[config.mk]
export PLATFORM = sky130hd
export DESIGN_NAME = ifc_freq_window_check
export DESIGN_NICKNAME = d
export VERILOG_FILES = /design/src/rtl/ifc_pkg.sv /design/src/rtl/ifc_edge_sync.sv /design/src/rtl/ifc_gate_timer.sv /design/src/rtl/ifc_down_counter.sv /design/src/rtl/ifc_window_judge.sv /design/src/rtl/ifc_freq_window_check.sv
export SDC_FILE = /design/constraint.sdc
export NUM_CORES = 1
export LEC_CHECK = 0
export ABC_CLOCK_PERIOD_IN_PS = 2650
export BUFFER_PORTS_ARGS = -buffer_cell sky130_fd_sc_hd__buf_4
export CORE_MARGIN = 2
export CORE_UTILIZATION = 55
export DETAILED_ROUTE_END_ITERATION = 6
export GPL_TIMING_DRIVEN = 1
export PLACE_DENSITY = 0.77
export SKIP_LAST_GASP = 1
export SLEW_MARGIN = 15
export SYNTH_ARGS = -nofsm -noshare
export SYNTH_HDL_FRONTEND = slang
export SYNTH_HIERARCHICAL = 1
export SYNTH_SLANG_ARGS = --single-unit
[constraint.sdc]
create_clock -name clk -period 2.65 [get_ports clk]
set_input_delay 0.53 -clock clk [delete_from_list [all_inputs] [get_ports clk]]
set_output_delay 0.53 -clock clk [all_outputs]
set_load 0.05 [all_outputs]
[src/rtl/ifc_pkg.sv]
package ifc_pkg;
  localparam int DEF_CNT_W   = 21;
  localparam int DEF_TIMER_W = 14;
  localparam int DEF_SEL_W   = 3;
  localparam int DEF_TRIM_W  = 5;
  localparam int DEF_TOL_W   = 3;
  localparam int DEF_FM_BASE = 1697;
  localparam int DEF_AM_BASE = 448;

  typedef enum logic [1:0] {
    ST_IDLE  = 2'd0,
    ST_RUN   = 2'd1,
    ST_JUDGE = 2'd2
  } meas_st_e;
endpackage

[src/rtl/ifc_edge_sync.sv]
module ifc_edge_sync #(
  parameter int STAGES = 2
) (
  input  logic clk,
  input  logic rst,
  input  logic async_i,
  output logic rise_o
);
  logic [STAGES-1:0] sh_q;
  logic              prev_q;

  always_ff @(posedge clk) begin
    if (rst) begin
      sh_q   <= '0;
      prev_q <= 1'b0;
    end else begin
      sh_q[0] <= async_i;
      for (int i = 1; i < STAGES; i++) sh_q[i] <= sh_q[i-1];
      prev_q <= sh_q[STAGES-1];
    end
  end

  assign rise_o = sh_q[STAGES-1] & ~prev_q;
endmodule

[src/rtl/ifc_gate_timer.sv]
module ifc_gate_timer #(
  parameter int TIMER_W = 14,
  parameter int SEL_W   = 3
) (
  input  logic               clk,
  input  logic               rst,
  input  logic               start_i,
  input  logic               run_i,
  input  logic [TIMER_W-1:0] period_i,
  input  logic [SEL_W-1:0]   sel_i,
  output logic               last_o
);
  localparam int TICK_W = (1 << SEL_W) - 1;

  logic [TIMER_W-1:0] per_q, pre_q;
  logic [SEL_W-1:0]   sel_q;
  logic [TICK_W-1:0]  tick_q, tick_last;
  logic [TICK_W:0]    tick_span;
  logic               pre_wrap;

  assign tick_span = ({{TICK_W{1'b0}}, 1'b1} << sel_q) - 1'b1;
  assign tick_last = tick_span[TICK_W-1:0];
  assign pre_wrap  = (pre_q == per_q);
  assign last_o    = run_i && pre_wrap && (tick_q == tick_last);

  always_ff @(posedge clk) begin
    if (rst) begin
      per_q  <= '0;
      sel_q  <= '0;
      pre_q  <= '0;
      tick_q <= '0;
    end else if (start_i) begin
      per_q  <= period_i;
      sel_q  <= sel_i;
      pre_q  <= '0;
      tick_q <= '0;
    end else if (run_i) begin
      if (pre_wrap) begin
        pre_q  <= '0;
        tick_q <= tick_q + 1'b1;
      end else begin
        pre_q <= pre_q + 1'b1;
      end
    end
  end


  tick_bound_chk: assert property (@(posedge clk) disable iff (rst)
    run_i |-> (pre_q <= per_q) && (tick_q <= tick_last));
endmodule

[src/rtl/ifc_down_counter.sv]
module ifc_down_counter #(
  parameter int W = 21
) (
  input  logic         clk,
  input  logic         rst,
  input  logic         load_i,
  input  logic [W-1:0] load_val_i,
  input  logic         dec_i,
  output logic [W-1:0] cnt_o
);
  logic [W-1:0] cnt_q;

  always_ff @(posedge clk) begin
    if (rst)         cnt_q <= '0;
    else if (load_i) cnt_q <= load_val_i;
    else if (dec_i)  cnt_q <= cnt_q - 1'b1;
  end

  assign cnt_o = cnt_q;


  idle_hold_chk: assert property (@(posedge clk) disable iff (rst)
    (!load_i && !dec_i) |=> $stable(cnt_q));
endmodule

[src/rtl/ifc_window_judge.sv]
module ifc_window_judge #(
  parameter int W     = 21,
  parameter int TOL_W = 3
) (
  input  logic             clk,
  input  logic             rst,
  input  logic             judge_i,
  input  logic [W-1:0]     cnt_i,
  input  logic [TOL_W-1:0] tol_sel_i,
  output logic             pass_o
);
  logic [W-1:0] tol, hi_floor;
  logic         near_zero, near_ones, pass_q;

  assign tol       = {{(W-1){1'b0}}, 1'b1} << tol_sel_i;
  assign hi_floor  = {W{1'b1}} - tol;
  assign near_zero = (cnt_i <= tol);
  assign near_ones = (cnt_i >= hi_floor);

  always_ff @(posedge clk) begin
    if (rst)          pass_q <= 1'b0;
    else if (judge_i) pass_q <= near_zero | near_ones;
  end

  assign pass_o = pass_q;


  pass_hold_chk: assert property (@(posedge clk) disable iff (rst)
    !judge_i |=> $stable(pass_q));
endmodule

[src/rtl/ifc_freq_window_check.sv]
module ifc_freq_window_check
  import ifc_pkg::*;
#(
  parameter int CNT_W       = DEF_CNT_W,
  parameter int TIMER_W     = DEF_TIMER_W,
  parameter int SEL_W       = DEF_SEL_W,
  parameter int TRIM_W      = DEF_TRIM_W,
  parameter int TOL_W       = DEF_TOL_W,
  parameter int SYNC_STAGES = 2,
  parameter int FM_BASE     = DEF_FM_BASE,
  parameter int AM_BASE     = DEF_AM_BASE
) (
  input  logic               clk,
  input  logic               rst,
  input  logic               if_clk_i,
  input  logic               am_mode_i,
  input  logic [TIMER_W-1:0] timer_val_i,
  input  logic [SEL_W-1:0]   win_sel_i,
  input  logic [TRIM_W-1:0]  trim_i,
  input  logic [TOL_W-1:0]   tol_sel_i,
  input  logic               meas_en_i,
  input  logic               pll_lock_i,
  input  logic               field_ok_i,
  output logic               pass_o,
  output logic               station_o
);
  localparam int LEN_W = TIMER_W + (1 << SEL_W);

  meas_st_e      st_q;
  logic          go, start, run, judge, gate_last, if_rise;
  logic [CNT_W-1:0] base_cnt, exp_cnt, cnt;
  logic          pass, station_q;

  assign go    = meas_en_i && pll_lock_i;
  assign start = (st_q == ST_IDLE) && go;
  assign run   = (st_q == ST_RUN);
  assign judge = (st_q == ST_JUDGE);

  assign base_cnt = am_mode_i ? CNT_W'(AM_BASE) : CNT_W'(FM_BASE);
  assign exp_cnt  = (base_cnt + CNT_W'(trim_i)) << win_sel_i;

  always_ff @(posedge clk) begin
    if (rst) st_q <= ST_IDLE;
    else begin
      unique case (st_q)
        ST_IDLE:  if (go) st_q <= ST_RUN;
        ST_RUN:   if (!go) st_q <= ST_IDLE;
                  else if (gate_last) st_q <= ST_JUDGE;
        ST_JUDGE: st_q <= ST_IDLE;
        default:  st_q <= ST_IDLE;
      endcase
    end
  end

  ifc_edge_sync #(.STAGES(SYNC_STAGES)) i_sync (
    .clk(clk), .rst(rst), .async_i(if_clk_i), .rise_o(if_rise)
  );

  ifc_gate_timer #(.TIMER_W(TIMER_W), .SEL_W(SEL_W)) i_timer (
    .clk(clk), .rst(rst), .start_i(start), .run_i(run),
    .period_i(timer_val_i), .sel_i(win_sel_i), .last_o(gate_last)
  );

  ifc_down_counter #(.W(CNT_W)) i_count (
    .clk(clk), .rst(rst), .load_i(start), .load_val_i(exp_cnt),
    .dec_i(run && if_rise), .cnt_o(cnt)
  );

  ifc_window_judge #(.W(CNT_W), .TOL_W(TOL_W)) i_judge (
    .clk(clk), .rst(rst), .judge_i(judge), .cnt_i(cnt),
    .tol_sel_i(tol_sel_i), .pass_o(pass)
  );

  always_ff @(posedge clk) begin
    if (rst) station_q <= 1'b0;
    else     station_q <= pass && field_ok_i;
  end

  assign pass_o    = pass;
  assign station_o = station_q;

  // Gate-length checker state
  logic [TIMER_W-1:0] chk_irc_q;
  logic [SEL_W-1:0]   chk_sel_q;
  logic [LEN_W-1:0]   gate_len_q, exp_len;

  always_ff @(posedge clk) begin
    if (rst) begin
      chk_irc_q  <= '0;
      chk_sel_q  <= '0;
      gate_len_q <= '0;
    end else if (start) begin
      chk_irc_q  <= timer_val_i;
      chk_sel_q  <= win_sel_i;
      gate_len_q <= LEN_W'(1);
    end else if (run) begin
      gate_len_q <= gate_len_q + 1'b1;
    end
  end

  assign exp_len = (LEN_W'(chk_irc_q) + LEN_W'(1)) << chk_sel_q;


  gate_len_chk: assert property (@(posedge clk) disable iff (rst)
    gate_last |-> gate_len_q == exp_len);


  start_gate_chk: assert property (@(posedge clk) disable iff (rst)
    (run && $past(st_q) == ST_IDLE) |-> $past(meas_en_i && pll_lock_i));


  load_val_chk: assert property (@(posedge clk) disable iff (rst)
    (run && $past(st_q) == ST_IDLE) |-> cnt == $past(exp_cnt));


  abort_chk: assert property (@(posedge clk) disable iff (rst)
    (run && !go) |=> (st_q == ST_IDLE) && $stable(pass));


  station_src_chk: assert property (@(posedge clk) disable iff (rst)
    $rose(station_o) |-> $past(field_ok_i));
endmodule

==> out/summary.md <==
### Run status
* finished, final reports clean — outcome

### Yosys
* 61 — count of unique library cells instantiated by Yosys
* 8.07 um2 — Avg Inst Size Synth
* 0 — Post-synth EDFFs
* dfxtp_1 — commonest register cell after synthesis
* 0 — asr flop ratio synth
* 523 — Mapped Cells
* 0.313 — Seq/Total Area, Yosys
* 0.00422 mm2 — mapped cell area
* 0.313 — Synth top area share
* 66 — FF+latch count, synth
* dfxtp_1 — cell accounting for the most synthesized area
* 6 — warnings from Yosys
* dfxtp_1, nor2_1, ha_1, xnor2_1, mux2i_1 — most area-consuming cells after synthesis

### Pwr
* 0.301 — switching part of the total
* 0.174 — share of total power in combinational logic
* 0.453 — sequential cell fraction of total power
* 0.373 — clock share of power
* 0.00166 W — Internal
* 494 uV — worst voltage drop across the vdd grid
* 0.000714 W — Net Switching
* 502 mW/mm2 — Cell Pwr Density
* 1.84 nW — Leak Pwr

### Min path
* in2reg — path category of the worst min-delay check
* 3 — Cells on Worst Hold Path

### Setup path
* 0.52 ns — max incr delay on CP
* 2.90 ns — data required time at the worst endpoint
* nor2b_1 -> and2_1 -> or3b_1 -> or3_4 -> or4_1 -> a311oi_1 — critical-path cell list
* 9 — worst-path fanout max
* or4_1 — standard cell with the maximum stage delay on the critical path
* 2.62 ns — Arrival @ worst endpoint
* register — type of destination of the critical path
* 6 — depth of the worst register-to-register path
* register — Startpoint Class
* reg2reg — start-to-end type of the worst setup path

### Cells and area
* 624 — final-layout fill cell count
* 0.148 — ratio of cells with drive above 1 in the final layout
* 0 — total inserted antenna cells
* 12.3% — Area growth syn-to-layout
* 0.647 — final core area utilization
* 601 — net count reported at finish
* 0.00132 mm2 — Storage cell area
* 0.00270 mm2 — area of the multi-input gates

### Drt
* 5.80 — DR vias/cell
* 0 — count of unresolved DRC violations after routing
* 5 — drt first pass iters
* 3780 — total via count in the routed design
* 4540 um — wire length on met1
* 4330 um — met2 wire length
* 217 — number of violations reported at the end of detailed-routing iteration 0
* 0 — number of routed nets with antenna violations
* 447 um — total length of routed met3 wires
* 14.4 um — detail-routed net length per standard cell
* 9390 um — Total Wirelength
* met4 — top layer reached by signal wires

### Global route
* 16500 um — global-route wire length before repair
* 47 — largest net degree at the start of global routing
* 0 — antenna violations before repair
* 0 — total congestion overflow after global routing
* 0.239 — All-Layer GR Usage
* 3620 — vias in the first global route

### Placement
* 33 — number of buffers inserted by port buffering
* 0.872 — placer's final routability congestion estimate
* 6790 um — HPWL Detailed

### Die
* 0.576 — initial standard-cell utilization of the core
* 31 — number of placement rows
* 0.00839 mm2 — die footprint
* 91.6 um — Die Span X
* 91.6 um — Die Ht
* 34 — number of ports placed on the die boundary
* 0.00733 mm2 — core footprint

### STA
* no — RSZ-0062 raised after global routing
* 0.397 ns — final hold slack
* 0 ns — final total negative setup slack
* 2.37 ns — fin crit period
* 0.564 — worst-case headroom to the max-slew limit
* 0.893 — fraction of the cycle the final worst path needs
* 0 — number of failing setup endpoints in the final timing report
* 0 — Fin. Hold Viols
* 0 — number of slew-limit violations in the final report
* 0.649 ns — slew of the pin with the lowest slew margin
* 0.00820 ns — Clock Skews
* 422 MHz — top achievable clock speed

### Clocking
* done — clock tree from TritonCTS
* 66 — total number of clock tree sinks
* 2 — maximum clock path buffer count
* 9 — Num CTS Buffers
* 0.08 ns — clock-pin slew of the registers on the worst-case setup and hold paths
* clkbuf_8 — Clock Root Buffer
* 0.35 ns — worst skew pair latency
* 3 — H-Tree Level Count

### Job
* 0 — number of max-cap violations

[synthesized netlist by cell type, types with 3 or more instances]
cell type,instances
o22ai_1,7
buf_2,7
nand2_1,35
xor2_1,16
nand3_1,15
or3_1,9
nor2_1,76
dfxtp_1,66
o31ai_1,9
or2_2,4
clkbuf_1,16
a31oi_1,3
mux2i_1,23
nand3b_1,3
inv_1,20
nor3_1,14
a21oi_1,19
nand4_1,13
nand2b_1,5
nor4_1,7
o21ai_0,21
a211oi_1,8
nor2b_1,7
ha_1,21
xnor2_1,28
a311oi_1,12
o21ai_1,3
or3_2,4
or4_1,10
[flip-flops by register name, summed over array words and instances (netlist names)]
name and cells:
i_timer/pre_q 14, station_o 1, i_sync/sh_q 2, i_judge/pass_o 1, i_timer/tick_q 7, i_timer/sel_q 3, i_timer/per_q 14, i_sync/prev_q 1
i_count/cnt_o 21, st_q 2
[stage by stage]
stage	instance area [um2]	total power [W]	cells	worst slack (ns)
floorplan	4230	0.00139	525	0.181
global route	4740	0.00250	652	0.104
global placement	4530	0.00149	636	0.203
detailed placement	4530	0.00150	636	0.0559
finish	4740	0.00238	652	0.283
CTS	4740	0.00239	652	0.197
[layer usage]
layer  up-vias  GRT usage
met5         -          0
met4         0     0.0556
met3         6     0.0633
met2        85      0.384
met1      1772      0.320
li1       1917          -
[power by group through the flow]
| stage | clock network [W] | registers [W] | logic, W |
|---|---|---|---|
| 3_5_place_dp | 0 | 0.00110 | 0.000406 |
| 4_1_cts | 0.000904 | 0.00108 | 0.000408 |
| 3_3_place_gp | 0 | 0.00110 | 0.000391 |
| 2_1_floorplan | 0 | 0.00108 | 0.000301 |
| 5_1_grt | 0.000950 | 0.00108 | 0.000462 |
| 6_report | 0.000888 | 0.00108 | 0.000413 |
[path summary, 6_finish.rpt]
path	endpoint	startpoint	slack [ns]
worst max-delay path	i_count/cnt_o[15]	st_q[0]	0.28
worst min-delay path	station_o	field_ok_i	0.40
worst max register to register	i_count/cnt_o[15]	st_q[0]	0.28
worst min register to register	i_sync/sh_q[1]	i_sync/sh_q[0]	0.45
[repair_timing]
| item | CTS | global route |
|---|---|---|
| setup endpoints to repair | 0 | 1 |
| hold buffers | 0 | 0 |
| gates resized for setup | 0 | 1 |
| setup buffers | 0 | 0 |
[worst max-delay path: cells and delay by family, from the launching register on]
family             cells  cell delay [ns]
AOI/OAI and AO/OA      1             0.26
DFF                    1             0.39
and+or+nand+nor        5             1.63
[cell families (layout without fill, tap and decap cells)]
group / Yosys count / in the layout / synth area share
other cells: 1 / 3 / 0.000888
xor+xnor: 45 / 45 / 0.0951
buf+inv: 51 / 79 / 0.0519
mux: 27 / 27 / 0.0670
fa+ha+maj: 21 / 21 / 0.0622
simple gates: 216 / 216 / 0.260
flops: 66 / 66 / 0.313
compound gates: 96 / 96 / 0.150
[layout make-up]
class,count,area share
multi-input combinational,408,0.569
timing repair buffer,40,0.0633
clock inverter,7,0.0177
tap,99,0.0261
inverter,23,0.0187
sequential,66,0.279
clock buffer,9,0.0261
[cells in the final DEF, fill, tap and decap left out, types with 3 or more instances in the layout]
cell	n
or2_2	4
mux2i_1	23
or3_2	4
conb_1	3
nor2_1	76
xnor2_1	28
nor3_1	13
a21oi_1	19
o22ai_1	7
inv_1	20
o31ai_1	9
nand3b_1	3
dfxtp_1	66
nand2b_1	5
or3_1	8
o21ai_1	3
nor4_1	7
clkbuf_8	9
nor2b_1	7
a311oi_1	12
or4_1	10
nand2_1	35
a211oi_1	8
a31oi_1	3
nand4_1	13
nand3_1	15
ha_1	21
o21ai_0	21
xor2_1	16
buf_4	40
Note: power is estimated with default switching activity, not from simulation.
